File: config.mk
export PLATFORM = sky130hd
export DESIGN_NAME = dly_txn_timeout
export DESIGN_NICKNAME = d
export VERILOG_FILES = /design/src/rtl/dtto_pkg.sv /design/src/rtl/dtto_limit_sel.sv /design/src/rtl/dtto_counter.sv /design/src/rtl/dtto_err_flag.sv /design/src/rtl/dly_txn_timeout.sv
export SDC_FILE = /design/constraint.sdc
export NUM_CORES = 1
export LEC_CHECK = 0
export ABC_AREA = 1
export CAP_MARGIN = 20
export CORE_MARGIN = 2
export CORE_UTILIZATION = 40
export DETAILED_ROUTE_END_ITERATION = 8
export DONT_BUFFER_PORTS = 1
export HOLD_SLACK_MARGIN = 0.08
export PLACE_DENSITY_LB_ADDON = 0.05
export SYNTH_ARGS = -nofsm -noshare
export SYNTH_HDL_FRONTEND = slang
export SYNTH_HIERARCHICAL = 1
export SYNTH_SLANG_ARGS = --single-unit
File: constraint.sdc
create_clock -name clk_i -period 4 [get_ports clk_i]
set_clock_uncertainty 0.1 [all_clocks]
set_input_delay 0.8 -clock clk_i [delete_from_list [all_inputs] [get_ports clk_i]]
set_output_delay 0.8 -clock clk_i [all_outputs]
set_load 0.05 [all_outputs]
File: src/rtl/dtto_pkg.sv
package dtto_pkg;
  typedef enum logic {DT_IDLE = 1'b0, DT_RUN = 1'b1} dt_state_e;

  function automatic int unsigned max_u(int unsigned a, int unsigned b);
    return (a > b) ? a : b;
  endfunction
endpackage

File: src/rtl/dtto_limit_sel.sv
module dtto_limit_sel #(
  parameter int unsigned NORM_LIMIT = 32768,
  parameter int unsigned TEST_LIMIT = 160,
  parameter int unsigned CNT_W      = 15
) (
  input  logic             clk_i,
  input  logic             rst_ni,
  input  logic             start_i,
  input  logic             test_mode_i,
  output logic [CNT_W-1:0] last_o
);
  localparam logic [CNT_W-1:0] NORM_LAST = CNT_W'(NORM_LIMIT - 1);
  localparam logic [CNT_W-1:0] TEST_LAST = CNT_W'(TEST_LIMIT - 1);

  logic mode_q;

  // mode frozen per transaction
  always_ff @(posedge clk_i or negedge rst_ni) begin
    if (!rst_ni)      mode_q <= 1'b0;
    else if (start_i) mode_q <= test_mode_i;
  end

  assign last_o = mode_q ? TEST_LAST : NORM_LAST;
endmodule

File: src/rtl/dtto_counter.sv
module dtto_counter
  import dtto_pkg::*;
#(
  parameter int unsigned CNT_W = 15
) (
  input  logic             clk_i,
  input  logic             rst_ni,
  input  logic             start_i,
  input  logic             done_i,
  input  logic [CNT_W-1:0] last_i,
  output logic             expire_o
);
  dt_state_e        state_q;
  logic [CNT_W-1:0] cnt_q;
  logic             at_last;

  assign at_last  = (cnt_q == last_i);
  // start and done both outrank expiry
  assign expire_o = (state_q == DT_RUN) && !start_i && !done_i && at_last;

  always_ff @(posedge clk_i or negedge rst_ni) begin
    if (!rst_ni) begin
      state_q <= DT_IDLE;
      cnt_q   <= '0;
    end else if (start_i) begin
      state_q <= DT_RUN;
      cnt_q   <= '0;
    end else if (state_q == DT_RUN) begin
      if (done_i || at_last) begin
        state_q <= DT_IDLE;
        cnt_q   <= '0;
      end else begin
        cnt_q <= cnt_q + 1'b1;
      end
    end
  end
endmodule

File: src/rtl/dtto_err_flag.sv
module dtto_err_flag (
  input  logic clk_i,
  input  logic rst_ni,
  input  logic set_i,
  input  logic wr_i,
  input  logic wdata_i,
  output logic err_o
);
  logic err_q;

  // set beats clear
  always_ff @(posedge clk_i or negedge rst_ni) begin
    if (!rst_ni) err_q <= 1'b0;
    else         err_q <= set_i | (err_q & ~(wr_i & wdata_i));
  end

  assign err_o = err_q;
endmodule

File: src/rtl/dly_txn_timeout.sv
module dly_txn_timeout
  import dtto_pkg::*;
#(
  parameter int unsigned NORM_LIMIT = 32768,
  parameter int unsigned TEST_LIMIT = 160
) (
  input  logic clk_i,
  input  logic rst_ni,
  input  logic txn_start_i,
  input  logic txn_done_i,
  input  logic test_mode_i,
  input  logic err_wr_i,
  input  logic err_wdata_i,
  output logic discard_o,
  output logic err_o
);
  localparam int unsigned MAX_LIMIT = max_u(NORM_LIMIT, TEST_LIMIT);
  localparam int unsigned CNT_W     = (MAX_LIMIT > 2) ? $clog2(MAX_LIMIT) : 1;

  logic [CNT_W-1:0] last;
  logic             expire;
  logic             discard_q;

  dtto_limit_sel #(
    .NORM_LIMIT(NORM_LIMIT),
    .TEST_LIMIT(TEST_LIMIT),
    .CNT_W     (CNT_W)
  ) u_limit (
    .clk_i      (clk_i),
    .rst_ni     (rst_ni),
    .start_i    (txn_start_i),
    .test_mode_i(test_mode_i),
    .last_o     (last)
  );

  dtto_counter #(
    .CNT_W(CNT_W)
  ) u_cnt (
    .clk_i   (clk_i),
    .rst_ni  (rst_ni),
    .start_i (txn_start_i),
    .done_i  (txn_done_i),
    .last_i  (last),
    .expire_o(expire)
  );

  dtto_err_flag u_err (
    .clk_i  (clk_i),
    .rst_ni (rst_ni),
    .set_i  (expire),
    .wr_i   (err_wr_i),
    .wdata_i(err_wdata_i),
    .err_o  (err_o)
  );

  always_ff @(posedge clk_i or negedge rst_ni) begin
    if (!rst_ni) discard_q <= 1'b0;
    else         discard_q <= expire;
  end

  assign discard_o = discard_q;
endmodule

==> out/summary.log, run 1 <==
INFO  worst_setup_path path_max_fanout=17
INFO  grt            grt_pass1_wl=4910um
INFO  place          io_buffers=0
INFO  final_layout   layout.filler_cells=386
INFO  worst_setup_path slowest_stage=sky130_fd_sc_hd__dfrtp_1
INFO  timing         timing.final.max_slew_violations=0
INFO  worst_setup_path criticalPathCategory=register to register
INFO  worst_setup_path worstRegToRegCells=10
INFO  power          power_frac_clock=0.345
INFO  drt            route.detailed.vias_per_inst=4.42
INFO  drt            route.final.wire_length=2760um
INFO  timing         grt_setup_unrepaired=no
INFO  worst_setup_path worst_ep_arrival_time=2.01ns
INFO  synth          number_of_flops_mapped_to_enable_cells_by_yosys=0
INFO  worst_setup_path critPathCaptureType=register
INFO  final_layout   fin_nets=223
INFO  drt            number_of_vias_in_the_routed_layout=1,159
INFO  final_layout   layout.cells.most_common=sky130_fd_sc_hd__nand2_1
INFO  power          power_per_cell_area=278nW/um^2
INFO  synth          synth-async-reset-ratio=1.00
INFO  drt            avgRoutedWirePerCell=10.5um
INFO  power          peak_supply_drop=0.173mV
INFO  timing         fin_setup_tns=0ns
INFO  power          p_sw_frac=0.287
INFO  timing         timing.final.crit_period=1.97ns
INFO  timing         max_clock_freq=0.508GHz
INFO  floorplanning  io_pins=9
INFO  clocking       cts_buffers=3
INFO  floorplanning  placement_rows=22
INFO  grt            antenna_found_initial=0
INFO  synth          dominantRegCellSynth=sky130_fd_sc_hd__dfrtp_1
INFO  clocking       clk_pin_slew_worst_paths=0.08ns
INFO  worst_setup_path worst_path_most_repeated_cell=sky130_fd_sc_hd__nand2_1
INFO  grt            grt_usage=0.151
INFO  worst_setup_path critical_path.max_stage_delay=0.39ns
INFO  floorplanning  floorplan.core_area=3610um^2
INFO  clocking       tritoncts_num_sinks=19
INFO  clocking       worstSkewPairLatency=0.26ns
INFO  worst_setup_path worstPathCellList=inv_1 > inv_1 > nand2_1 > nand2_1 > nor2_1 > nand2_1 > nor2_1 > nand2_2 > nand2_4 > o21ai_0
INFO  worst_setup_path critPathLaunchType=register
INFO  worst_setup_path critPathTopFamily=simple AND/OR/NAND/NOR gates
INFO  status         outcome=complete, no violations
INFO  power          leakagePower=0.793nW
INFO  drt            drt_first_iter_violations=48
INFO  synth          ys_seq_area_frac=0.321
INFO  drt            drc_violations=0
INFO  synth          ys_ff_latch=19
INFO  synth          syn-cell-area=1480um^2
INFO  timing         timing_hold_violations_final=0
INFO  clocking       clock_tree.buffer_depth=2
INFO  worst_setup_path crit_cells=10
INFO  clocking       cts_tree=yes
INFO  grt            number_of_global_route_vias_before_repair=1,078
INFO  final_layout   antenna_cells_inserted=0
INFO  final_layout   final_layout_size_suffix_gt1_frac=0.150
INFO  clocking       cts_setup_buffers=0
INFO  synth          postSynthCellCount=223
INFO  synth          synth.lib_cells_used.distinct=24
INFO  place          finalWeightedCongestion=0.772
INFO  grt            global_route.overflow_total=0
INFO  timing         min_period_over_period=0.492
INFO  power          internal_power=0.000291W
INFO  clocking       htreeDepth=1
INFO  timing         timing.max_slew.rel_slack=0.651
INFO  grt            pin_count_of_the_biggest_net_entering_global_routing=20
INFO  final_layout   area.growth.synth_to_final=-0.929%
INFO  clocking       postCtsResizedCells=0
INFO  worst_setup_path required=4.04ns
INFO  min_path       min_path_type=primary input to async pin
INFO  synth          yosysWarnings=6
INFO  floorplanning  starting_density=0.411
INFO  worst_setup_path critical_path.n_buffers_inverters=2
INFO  power          power=0.000408W
INFO  drt            drt_pre_antenna_iters=4
INFO  timing         worst_pin_slew=0.522ns
INFO  place          dpl.hpwl=2010um
INFO  floorplanning  fp.dieArea=4210um^2
INFO  flow_run       max-cap-violations=0
INFO  floorplanning  fp.dieH=64.9um
INFO  final_layout   most-common-layout-cells=92 x sky130_fd_sc_hd__nand2_1, 26 x sky130_fd_sc_hd__inv_1, 19 x sky130_fd_sc_hd__dfrtp_1
INFO  power          share_seq_of_total_power=0.507
INFO  power          comb_power_share=0.148
INFO  clocking       cts_root_buffer=sky130_fd_sc_hd__clkbuf_8
INFO  clocking       ctsHoldBuffers=0
INFO  floorplanning  die_x=64.9um
INFO  timing         setup_viol_count_final=0
INFO  power          power.switching=0.000117W
INFO  drt            ant_nets=0
INFO  synth          post_synth.cell_area_avg=6.64um^2
-- worst paths after layout --
path	from	endpoint	slack, ns
max in group asynchronous	rst_ni	u_cnt/cnt_q[13]$_DFFE_PN0P_	3.60
setup / recovery	u_limit/mode_q$_DFFE_PN0P_	u_cnt/cnt_q[8]$_DFFE_PN0P_	2.03
min in group clk_i	u_limit/mode_q$_DFFE_PN0P_	u_limit/mode_q$_DFFE_PN0P_	0.38
setup reg to reg	u_limit/mode_q$_DFFE_PN0P_	u_cnt/cnt_q[8]$_DFFE_PN0P_	2.03
hold reg to reg	u_limit/mode_q$_DFFE_PN0P_	u_limit/mode_q$_DFFE_PN0P_	0.38
hold / removal	rst_ni	u_cnt/cnt_q[3]$_DFFE_PN0P_	0.13
-- registers in the layout (all words and copies together), names as in the netlist --
| register | cells |
|---|---|
| u_err/err_o | 1 |
| u_cnt/state_q | 1 |
| discard_o | 1 |
| u_limit/mode_q | 1 |
| u_cnt/cnt_q | 15 |
-- layout make-up --
type	count	area, um^2	area share
Clock inverter	1	5.00	0.00341
Timing Repair Buffer	1	7.51	0.00512
Clock buffer	3	41.3	0.0281
Multi-Input combinational cell	154	743	0.506
Tap cell	48	60.1	0.0409
Sequential cell	19	475	0.324
Inverter	36	135	0.0921
-- cells by family (layout without fill, tap and decap cells) --
| group | Yosys count | count (layout) | synth area share |
|---|---|---|---|
| AOI/OAI and AO/OA | 11 | 11 | 0.0625 |
| xor gates and xnor gates | 10 | 10 | 0.0591 |
| adders and majority gates | 1 | 1 | 0.00844 |
| buffers and inverters | 55 | 41 | 0.190 |
| DFF | 19 | 19 | 0.321 |
| other | 1 | 6 | 0.00253 |
| and+or+nand+nor | 126 | 126 | 0.356 |
-- Yosys cell counts (all sizes together) (2+ instances only) --
master   n  area share
nand2   94        0.24
inv     36       0.091
dfrtp   19        0.32
buf     18       0.096
nor2    18       0.057
o21ai   10       0.057
xor2     8       0.047
nand4    6       0.025
nand3    5       0.017
nor3     2      0.0068
xnor2    2       0.012
-- stage by stage --
stage | utilization | hold WS, ns | instances | worst slack, ns | instance area, um^2
3_5_place_dp | 0.392 | 0.362 | 257 | 1.90 | 1410
6_report | 0.407 | 0.126 | 262 | 2.03 | 1470
4_1_cts | 0.405 | 0.116 | 261 | 1.99 | 1460
3_3_place_gp | 0.392 | 0.360 | 257 | 1.95 | 1410
5_1_grt | 0.407 | 0.109 | 262 | 1.79 | 1470
2_1_floorplan | - | 0.341 | 228 | 2.32 | 1500
-- power groups by stage --
stage / Clock [W] / Combinational [W] / Sequential (W)
3_3_place_gp: 0 / 0.0000606 / 0.000211
3_5_place_dp: 0 / 0.0000602 / 0.000211
4_1_cts: 0.000147 / 0.0000603 / 0.000207
5_1_grt: 0.000154 / 0.0000726 / 0.000208
2_1_floorplan: 0 / 0.0000679 / 0.000209
6_report: 0.000140 / 0.0000603 / 0.000207
-- layer usage --
| layer | vias up | global-route usage | routed length, um |
|---|---|---|---|
| li1 | 629 | - | - |
| met1 | 519 | 0.201 | 1400 |
| met2 | 9 | 0.250 | 1260 |
| met3 | 2 | 0.0295 | 68 |
| met4 | 0 | 0.0399 | 18 |
| met5 | - | 0 | 0 |
-- worst register-to-register path, stage by stage, from the launching register on --
cell and delay (ns):
sky130_fd_sc_hd__dfrtp_1 0.39, sky130_fd_sc_hd__inv_1 0.36, sky130_fd_sc_hd__inv_1 0.08, sky130_fd_sc_hd__nand2_1 0.07
sky130_fd_sc_hd__nand2_1 0.05, sky130_fd_sc_hd__nor2_1 0.15, sky130_fd_sc_hd__nand2_1 0.07, sky130_fd_sc_hd__nor2_1 0.11
sky130_fd_sc_hd__nand2_2 0.15, sky130_fd_sc_hd__nand2_4 0.22, sky130_fd_sc_hd__o21ai_0 0.11
Power figures use the tool's default switching activity.
==> run 2, diff against run 1 <==
==> constraint.sdc (replaced) <==
create_clock -name clk_i -period 2 [get_ports clk_i]
set_clock_uncertainty 0.1 [all_clocks]
set_input_delay 0.4 -clock clk_i [delete_from_list [all_inputs] [get_ports clk_i]]
set_output_delay 0.4 -clock clk_i [all_outputs]
set_load 0.05 [all_outputs]
==> run 2 against run 1 <==
Net effect: maximum frequency increased by 17%; utilization increased by 0.80 points; first-iteration DRC count grew 54%; critical path type unchanged; largest power group unchanged; critical path depth grew 1; flip-flop and latch count unchanged; power rose by 100%; via count rose by 1.6%.
==> out/summary.log, run 2 (same netlist as run 1, synthesis figures left out) <==
INFO  status         outcome=complete, no violations [unchanged]
INFO  grt            grt_pass1_wl=4800um [was 4910 um]
INFO  clocking       clock_tree.buffer_depth=2 [unchanged]
INFO  worst_setup_path worst_path_most_repeated_cell=sky130_fd_sc_hd__nand2_1 [unchanged]
INFO  final_layout   layout.cells.most_common=sky130_fd_sc_hd__nand2_1 [unchanged]
INFO  grt            global_route.overflow_total=0 [unchanged]
INFO  worst_setup_path worst_ep_arrival_time=1.73ns [was 2.01 ns]
INFO  clocking       htreeDepth=1 [unchanged]
INFO  drt            route.detailed.vias_per_inst=4.46 [was 4.42]
INFO  worst_setup_path rr_endpoint=u_cnt/cnt_q[8]$_DFFE_PN0P_ [unchanged]
INFO  min_path       min_path_type=primary input to register [was primary input to async pin]
INFO  drt            drt_pre_antenna_iters=4 [unchanged]
INFO  timing         min_period_over_period=0.844 [was 0.492]
INFO  floorplanning  starting_density=0.411 [unchanged]
INFO  clocking       clk_pin_slew_worst_paths=0.07ns [was 0.08 ns]
INFO  floorplanning  floorplan.core_area=3610um^2 [unchanged]
INFO  worst_setup_path critical_path.max_stage_delay=0.38ns [was 0.39 ns]
INFO  final_layout   area.growth.synth_to_final=1.01% [was -0.929%]
INFO  worst_setup_path r2r-start=u_limit/mode_q$_DFFE_PN0P_ [unchanged]
INFO  clocking       postCtsResizedCells=0 [unchanged]
INFO  final_layout   largest_register_ff_count=15 [unchanged]
INFO  clocking       cts_buffers=3 [unchanged]
INFO  drt            ant_nets=0 [unchanged]
INFO  timing         worst_pin_slew=0.904ns [was 0.522 ns]
INFO  power          power_per_cell_area=550nW/um^2 [was 278 nW/um^2]
INFO  final_layout   antenna_cells_inserted=0 [unchanged]
INFO  floorplanning  io_pins=9 [unchanged]
INFO  timing         fin_setup_tns=0ns [unchanged]
INFO  flow_run       max-cap-violations=0 [unchanged]
INFO  timing         timing.final.crit_period=1.69ns [was 1.97 ns]
INFO  power          peak_supply_drop=0.282mV [was 0.173 mV]
INFO  final_layout   most-common-layout-cells=92 x sky130_fd_sc_hd__nand2_1, 26 x sky130_fd_sc_hd__inv_1, 19 x sky130_fd_sc_hd__dfrtp_1 [unchanged]
INFO  final_layout   fin_nets=225 [was 223]
INFO  worst_setup_path worstRegToRegCells=11 [was 10]
INFO  drt            avgRoutedWirePerCell=10.4um [was 10.5 um]
INFO  grt            number_of_global_route_vias_before_repair=1,036 [was 1,078]
INFO  floorplanning  fp.dieArea=4210um^2 [unchanged]
INFO  worst_setup_path path_max_fanout=17 [unchanged]
INFO  timing         timing.max_slew.rel_slack=0.396 [was 0.651]
INFO  floorplanning  fp.dieH=64.9um [unchanged]
INFO  power          leakagePower=0.805nW [was 0.793 nW]
INFO  min_path       hold_path_startpoint=txn_done_i
INFO  drt            route.final.wire_length=2740um [was 2760 um]
INFO  worst_setup_path required=2.04ns [was 4.04 ns]
INFO  clocking       worstSkewPairLatency=0.26ns [about the same]
INFO  worst_setup_path criticalPathCategory=register to register [unchanged]
INFO  clocking       cts_root_buffer=sky130_fd_sc_hd__clkbuf_8 [unchanged]
INFO  min_path       worst_hold_path_cells=1
INFO  timing         grt_setup_unrepaired=no [unchanged]
INFO  worst_setup_path flop_to_flop_setup_slack=0.31ns [was 2.03 ns]
INFO  timing         hold-worst-slack=0.129ns [was 0.126 ns]
INFO  floorplanning  placement_rows=22 [unchanged]
INFO  final_layout   final_layout_size_suffix_gt1_frac=0.148 [was 0.150]
INFO  timing         timing.final.max_slew_violations=0 [unchanged]
INFO  grt            pin_count_of_the_biggest_net_entering_global_routing=20 [unchanged]
INFO  worst_setup_path slowest_stage=sky130_fd_sc_hd__dfrtp_1 [unchanged]
INFO  clocking       cts_setup_buffers=0 [unchanged]
INFO  final_layout   max_flop_register=u_cnt/cnt_q [unchanged]
INFO  drt            number_of_vias_in_the_routed_layout=1,178 [was 1,159]
INFO  min_path       hold_end=discard_o$_DFF_PN0_
INFO  place          finalWeightedCongestion=0.817 [was 0.772]
INFO  floorplanning  die_x=64.9um [unchanged]
INFO  clocking       ctsHoldBuffers=1 [was 0]
INFO  place          dpl.hpwl=2050um [was 2010 um]
INFO  worst_setup_path critPathLaunchType=register [unchanged]
INFO  drt            drt_first_iter_violations=74 [was 48]
INFO  grt            grt_usage=0.148 [was 0.151]
INFO  clocking       tritoncts_num_sinks=19 [unchanged]
INFO  worst_setup_path critPathCaptureType=register [unchanged]
INFO  timing         timing_hold_violations_final=0 [unchanged]
INFO  drt            drc_violations=0 [unchanged]
INFO  timing         max_clock_freq=0.592GHz [was 0.508 GHz]
INFO  timing         setup_viol_count_final=0 [unchanged]
INFO  clocking       cts_tree=yes [unchanged]
INFO  place          io_buffers=0 [unchanged]
INFO  grt            antenna_found_initial=0 [unchanged]
INFO  worst_setup_path worstPathCellList=inv_1 > buf_12 > inv_1 > nand2_1 > nand2_1 > nor2_1 > nand2_1 > nor2_1 > nand2_2 > nand2_4 > o21ai_0 [was inv_1 > inv_1 > nand2_1 > nand2_1 > nor2_1 > nand2_1 > nor2_1 > nand2_2 > nand2_4 > o21ai_0]
-- run 2: worst max-delay path by stage --
stage | startpoint | slack, ns | end
after floorplan | u_limit/mode_q$_DFFE_PN0P_ | 0.39 | u_cnt/cnt_q[2]$_DFFE_PN0P_
after global placement | u_limit/mode_q$_DFFE_PN0P_ | 0.33 | u_cnt/cnt_q[8]$_DFFE_PN0P_
after detailed placement | u_limit/mode_q$_DFFE_PN0P_ | 0.30 | u_cnt/cnt_q[8]$_DFFE_PN0P_
after CTS | u_limit/mode_q$_DFFE_PN0P_ | 0.29 | u_cnt/cnt_q[8]$_DFFE_PN0P_
after global routing | u_cnt/cnt_q[1]$_DFFE_PN0P_ | 0.12 | u_cnt/cnt_q[14]$_DFFE_PN0P_
final | u_limit/mode_q$_DFFE_PN0P_ | 0.31 | u_cnt/cnt_q[8]$_DFFE_PN0P_
-- run 2: stage by stage --
step	area (um^2)	utilization	instances	setup slack, ns	power, W
2_1_floorplan	1500	-	228	0.386	0.000554
3_3_place_gp	1440	0.400	259	0.327	0.000551
3_5_place_dp	1440	0.400	259	0.300	0.000553
4_1_cts	1500	0.415	264	0.288	0.000842
5_1_grt	1500	0.415	264	0.125	0.000886
6_report	1500	0.415	264	0.312	0.000823
-- run 2: metal layers --
metal  global-route usage  part of all wire  up-vias
met5                    0                 0        -
met4               0.0479             0.011        0
met3               0.0382             0.040        4
met2                0.244              0.47       22
met1                0.188              0.48      520
li1                     -                 -      632
-- run 2: power by group --
part           switching (W)  total [W]  internal (W)
clock network       0.000127   0.000269      0.000142
registers          0.0000138   0.000414      0.000400
logic              0.0000879   0.000141     0.0000526
total               0.000229   0.000823      0.000594
-- run 2: final cells by class --
| class | instances | area, um^2 |
|---|---|---|
| Clock buffer | 4 | 45.0 |
| Fill cell | 382 | 2110 |
| Inverter | 36 | 135 |
| Multi-Input combinational cell | 154 | 743 |
| Sequential cell | 19 | 475 |
| Tap cell | 48 | 60.1 |
| Timing Repair Buffer | 3 | 37.5 |
-- run 2: critical path: cells and delay by family (launching register included) --
kind	cells	cell delay, ns
buf+inv	3	0.28
flops	1	0.38
compound gates	1	0.11
simple gates	7	0.69
==> run 3, diff against run 2 <==
==> constraint.sdc (replaced) <==
create_clock -name clk_i -period 1.7 [get_ports clk_i]
set_clock_uncertainty 0.1 [all_clocks]
set_input_delay 0.34 -clock clk_i [delete_from_list [all_inputs] [get_ports clk_i]]
set_output_delay 0.34 -clock clk_i [all_outputs]
set_load 0.05 [all_outputs]
==> run 3 against run 2 <==
Net effect: global-route usage rose by 2.0 points; clock power increased by 21%; cell area rose by 10%; highest routed layer unchanged.
==> out/summary.log, run 3 (same netlist as run 1, synthesis figures left out) <==
INFO  final_layout   antenna_cells_inserted=0 [unchanged]
INFO  grt            pin_count_of_the_biggest_net_entering_global_routing=20 [unchanged]
INFO  drt            route.detailed.vias_per_inst=4.46 [about the same]
INFO  drt            ant_nets=0 [unchanged]
INFO  drt            number_of_vias_in_the_routed_layout=1,232 [was 1,178]
INFO  power          peak_supply_drop=0.493mV [was 0.282 mV]
INFO  drt            drt_pre_antenna_iters=4 [unchanged]
INFO  min_path       min_path_type=primary input to register [unchanged]
INFO  final_layout   most-common-layout-cells=91 x sky130_fd_sc_hd__nand2_1, 23 x sky130_fd_sc_hd__inv_1, 19 x sky130_fd_sc_hd__dfrtp_1 [was 92 x sky130_fd_sc_hd__nand2_1, 26 x sky130_fd_sc_hd__inv_1, 19 x sky130_fd_sc_hd__dfrtp_1]
INFO  floorplanning  floorplan.core_area=3610um^2 [unchanged]
INFO  flow_run       max-cap-violations=0 [unchanged]
INFO  floorplanning  die_x=64.9um [unchanged]
INFO  timing         grt_setup_unrepaired=yes [was no]
INFO  final_layout   final_layout_size_suffix_gt1_frac=0.219 [was 0.148]
INFO  worst_setup_path required=1.75ns [was 2.04 ns]
INFO  worst_setup_path worstRegToRegCells=11 [unchanged]
INFO  timing         timing.max_slew.rel_slack=0.381 [was 0.396]
INFO  worst_setup_path path_max_fanout=9 [was 17]
INFO  timing         timing.final.crit_period=1.65ns [was 1.69 ns]
INFO  timing         setup_viol_count_final=0 [unchanged]
INFO  drt            drc_violations=0 [unchanged]
INFO  timing         slack_of_the_critical_path=0.0538ns [was 0.312 ns]
INFO  worst_setup_path critPathCaptureType=register [unchanged]
INFO  power          leakagePower=0.896nW [was 0.805 nW]
INFO  drt            drt_first_iter_violations=52 [was 74]
INFO  final_layout   largest_register_ff_count=15 [unchanged]
INFO  floorplanning  fp.dieArea=4210um^2 [unchanged]
INFO  floorplanning  placement_rows=22 [unchanged]
INFO  place          io_buffers=0 [unchanged]
INFO  clocking       htreeDepth=1 [unchanged]
INFO  clocking       worstSkewPairLatency=0.26ns [about the same]
INFO  clocking       cts_root_buffer=sky130_fd_sc_hd__clkbuf_8 [unchanged]
INFO  timing         hold-worst-slack=0.0965ns [was 0.129 ns]
INFO  worst_setup_path worstPathCellList=inv_2 > buf_12 > inv_2 > nand2_2 > nand2_1 > nor2_1 > nand2_1 > nor2_2 > nand2_4 > nand2_4 > o21ai_2 [was inv_1 > buf_12 > inv_1 > nand2_1 > nand2_1 > nor2_1 > nand2_1 > nor2_1 > nand2_2 > nand2_4 > o21ai_0]
INFO  place          place.detailed.instances=267 [was 259]
INFO  grt            number_of_global_route_vias_before_repair=1,179 [was 1,036]
INFO  grt            global_route.overflow_total=0 [unchanged]
INFO  timing         worst_pin_slew=0.925ns [was 0.904 ns]
INFO  worst_setup_path crit_cells=11 [unchanged]
INFO  power          power_per_cell_area=612nW/um^2 [was 550 nW/um^2]
INFO  worst_setup_path slowest_stage=sky130_fd_sc_hd__dfrtp_1 [unchanged]
INFO  final_layout   layout.cell_area.non_filler=1650um^2 [was 1500 um^2]
INFO  final_layout   final_core_utilization=0.457 [was 0.415]
INFO  timing         timing.final.max_slew_violations=0 [unchanged]
INFO  grt            antenna_found_initial=0 [unchanged]
INFO  worst_setup_path worst_ep_arrival_time=1.70ns [was 1.73 ns]
INFO  timing         max_clock_freq=0.607GHz [was 0.592 GHz]
INFO  final_layout   layout.cells.most_common=sky130_fd_sc_hd__nand2_1 [unchanged]
INFO  worst_setup_path critPathTopFamily=simple AND/OR/NAND/NOR gates [unchanged]
INFO  worst_setup_path critical_path.n_buffers_inverters=3 [unchanged]
INFO  final_layout   area.growth.synth_to_final=11.1% [was 1.01%]
INFO  clocking       cts_buffers=3 [unchanged]
INFO  status         outcome=complete, no violations [unchanged]
INFO  drt            avgRoutedWirePerCell=11.2um [was 10.4 um]
INFO  final_layout   fin_nets=237 [was 225]
INFO  drt            route.final.wire_length=3100um [was 2740 um]
INFO  place          dpl.hpwl=2270um [was 2050 um]
INFO  worst_setup_path criticalPathCategory=register to register [unchanged]
INFO  worst_setup_path critPathLaunchType=register [unchanged]
INFO  place          post_dp_cell_area=1500um^2 [was 1440 um^2]
INFO  min_path       worst_hold_path_cells=2 [was 1]
INFO  floorplanning  io_pins=9 [unchanged]
INFO  grt            grt_usage=0.168 [was 0.148]
INFO  clocking       tritoncts_num_sinks=19 [unchanged]
INFO  clocking       clock_tree.buffer_depth=2 [unchanged]
INFO  clocking       cts_tree=yes [unchanged]
INFO  clocking       clk_pin_slew_worst_paths=0.08ns [was 0.07 ns]
INFO  grt            grt_pass1_wl=5430um [was 4800 um]
INFO  timing         min_period_over_period=0.968 [was 0.844]
INFO  place          finalWeightedCongestion=0.848 [was 0.817]
INFO  final_layout   layout.filler_cells=402 [was 382]
INFO  timing         timing_hold_violations_final=0 [unchanged]
INFO  floorplanning  fp.dieH=64.9um [unchanged]
INFO  final_layout   layout.cells.non_filler=276 [was 264]
INFO  place          dpl_worst_slack=-0.0536ns [was 0.300 ns]
INFO  worst_setup_path critical_path.max_stage_delay=0.39ns [was 0.38 ns]
INFO  final_layout   max_flop_register=u_cnt/cnt_q [unchanged]
INFO  floorplanning  starting_density=0.411 [unchanged]
==> run 3: cell types whose count changed in the layout (fill, tap and decap cells not counted), sizes merged <==
cell | before | now
buf | 2 | 11
clkinv | 0 | 1
dlygate4sd3 | 1 | 2
nand2 | 94 | 95
==> run 3: what timing repair did <==
item	4_1_cts	5_1_grt
gates cloned	1	1
endpoints found under the hold margin	20	0
endpoints found under the setup margin	12	18
setup buffers	0	1
hold buffers	2	0
pin swaps	2	1
resized for setup	3	8
==> run 3: final timing paths <==
kind,start,endpoint,slack (ns)
max,u_limit/mode_q$_DFFE_PN0P_,u_cnt/cnt_q[10]$_DFFE_PN0P_,0.05
min,txn_start_i,u_cnt/state_q$_DFF_PN0_,0.1
max reg2reg,u_limit/mode_q$_DFFE_PN0P_,u_cnt/cnt_q[10]$_DFFE_PN0P_,0.05
min reg2reg,u_cnt/state_q$_DFF_PN0_,u_cnt/state_q$_DFF_PN0_,0.44
max in group asynchronous,rst_ni,u_cnt/cnt_q[3]$_DFFE_PN0P_,0.38
min in group asynchronous,rst_ni,u_cnt/cnt_q[11]$_DFFE_PN0P_,0.56
==> run 3: layout make-up <==
class	count	area, um^2	area share
Sequential cell	19	475	0.289
Clock inverter	1	5.00	0.00304
Clock buffer	3	41.3	0.0251
Tap cell	48	60.1	0.0365
Timing Repair Buffer	14	140	0.0851
Multi-Input combinational cell	155	790	0.479
Inverter	36	135	0.0821
==> run 3: metrics by stage <==
| step | TNS (ns) | total power, W |
|---|---|---|
| after floorplan | 0 | 0.000651 |
| after global placement | -0.00722 | 0.000655 |
| after detailed placement | -0.205 | 0.000659 |
| after CTS | 0 | 0.00101 |
| after global routing | -0.549 | 0.00107 |
| final | 0 | 0.00101 |
==> run 3: worst reg2reg max path: cells and delay by family, from the launching register on <==
| kind | cells | cell delay (ns) |
|---|---|---|
| AOI/OAI and AO/OA | 1 | 0.06 |
| buffers and inverters | 3 | 0.28 |
| DFF | 1 | 0.39 |
| and+or+nand+nor | 7 | 0.71 |
==> run 3: routing by layer <==
metal,part of all wire,track usage,vias up
met2,0.50,0.296,14
met4,0.0064,0.0239,0
met1,0.47,0.212,556
met3,0.023,0.0382,5
li1,-,-,657
met5,0,0,-
==> run 3: report_power, final <==
group | switching (W) | internal, W
logic | 0.000117 | 0.0000820
clock network | 0.000162 | 0.000163
registers | 0.0000136 | 0.000470
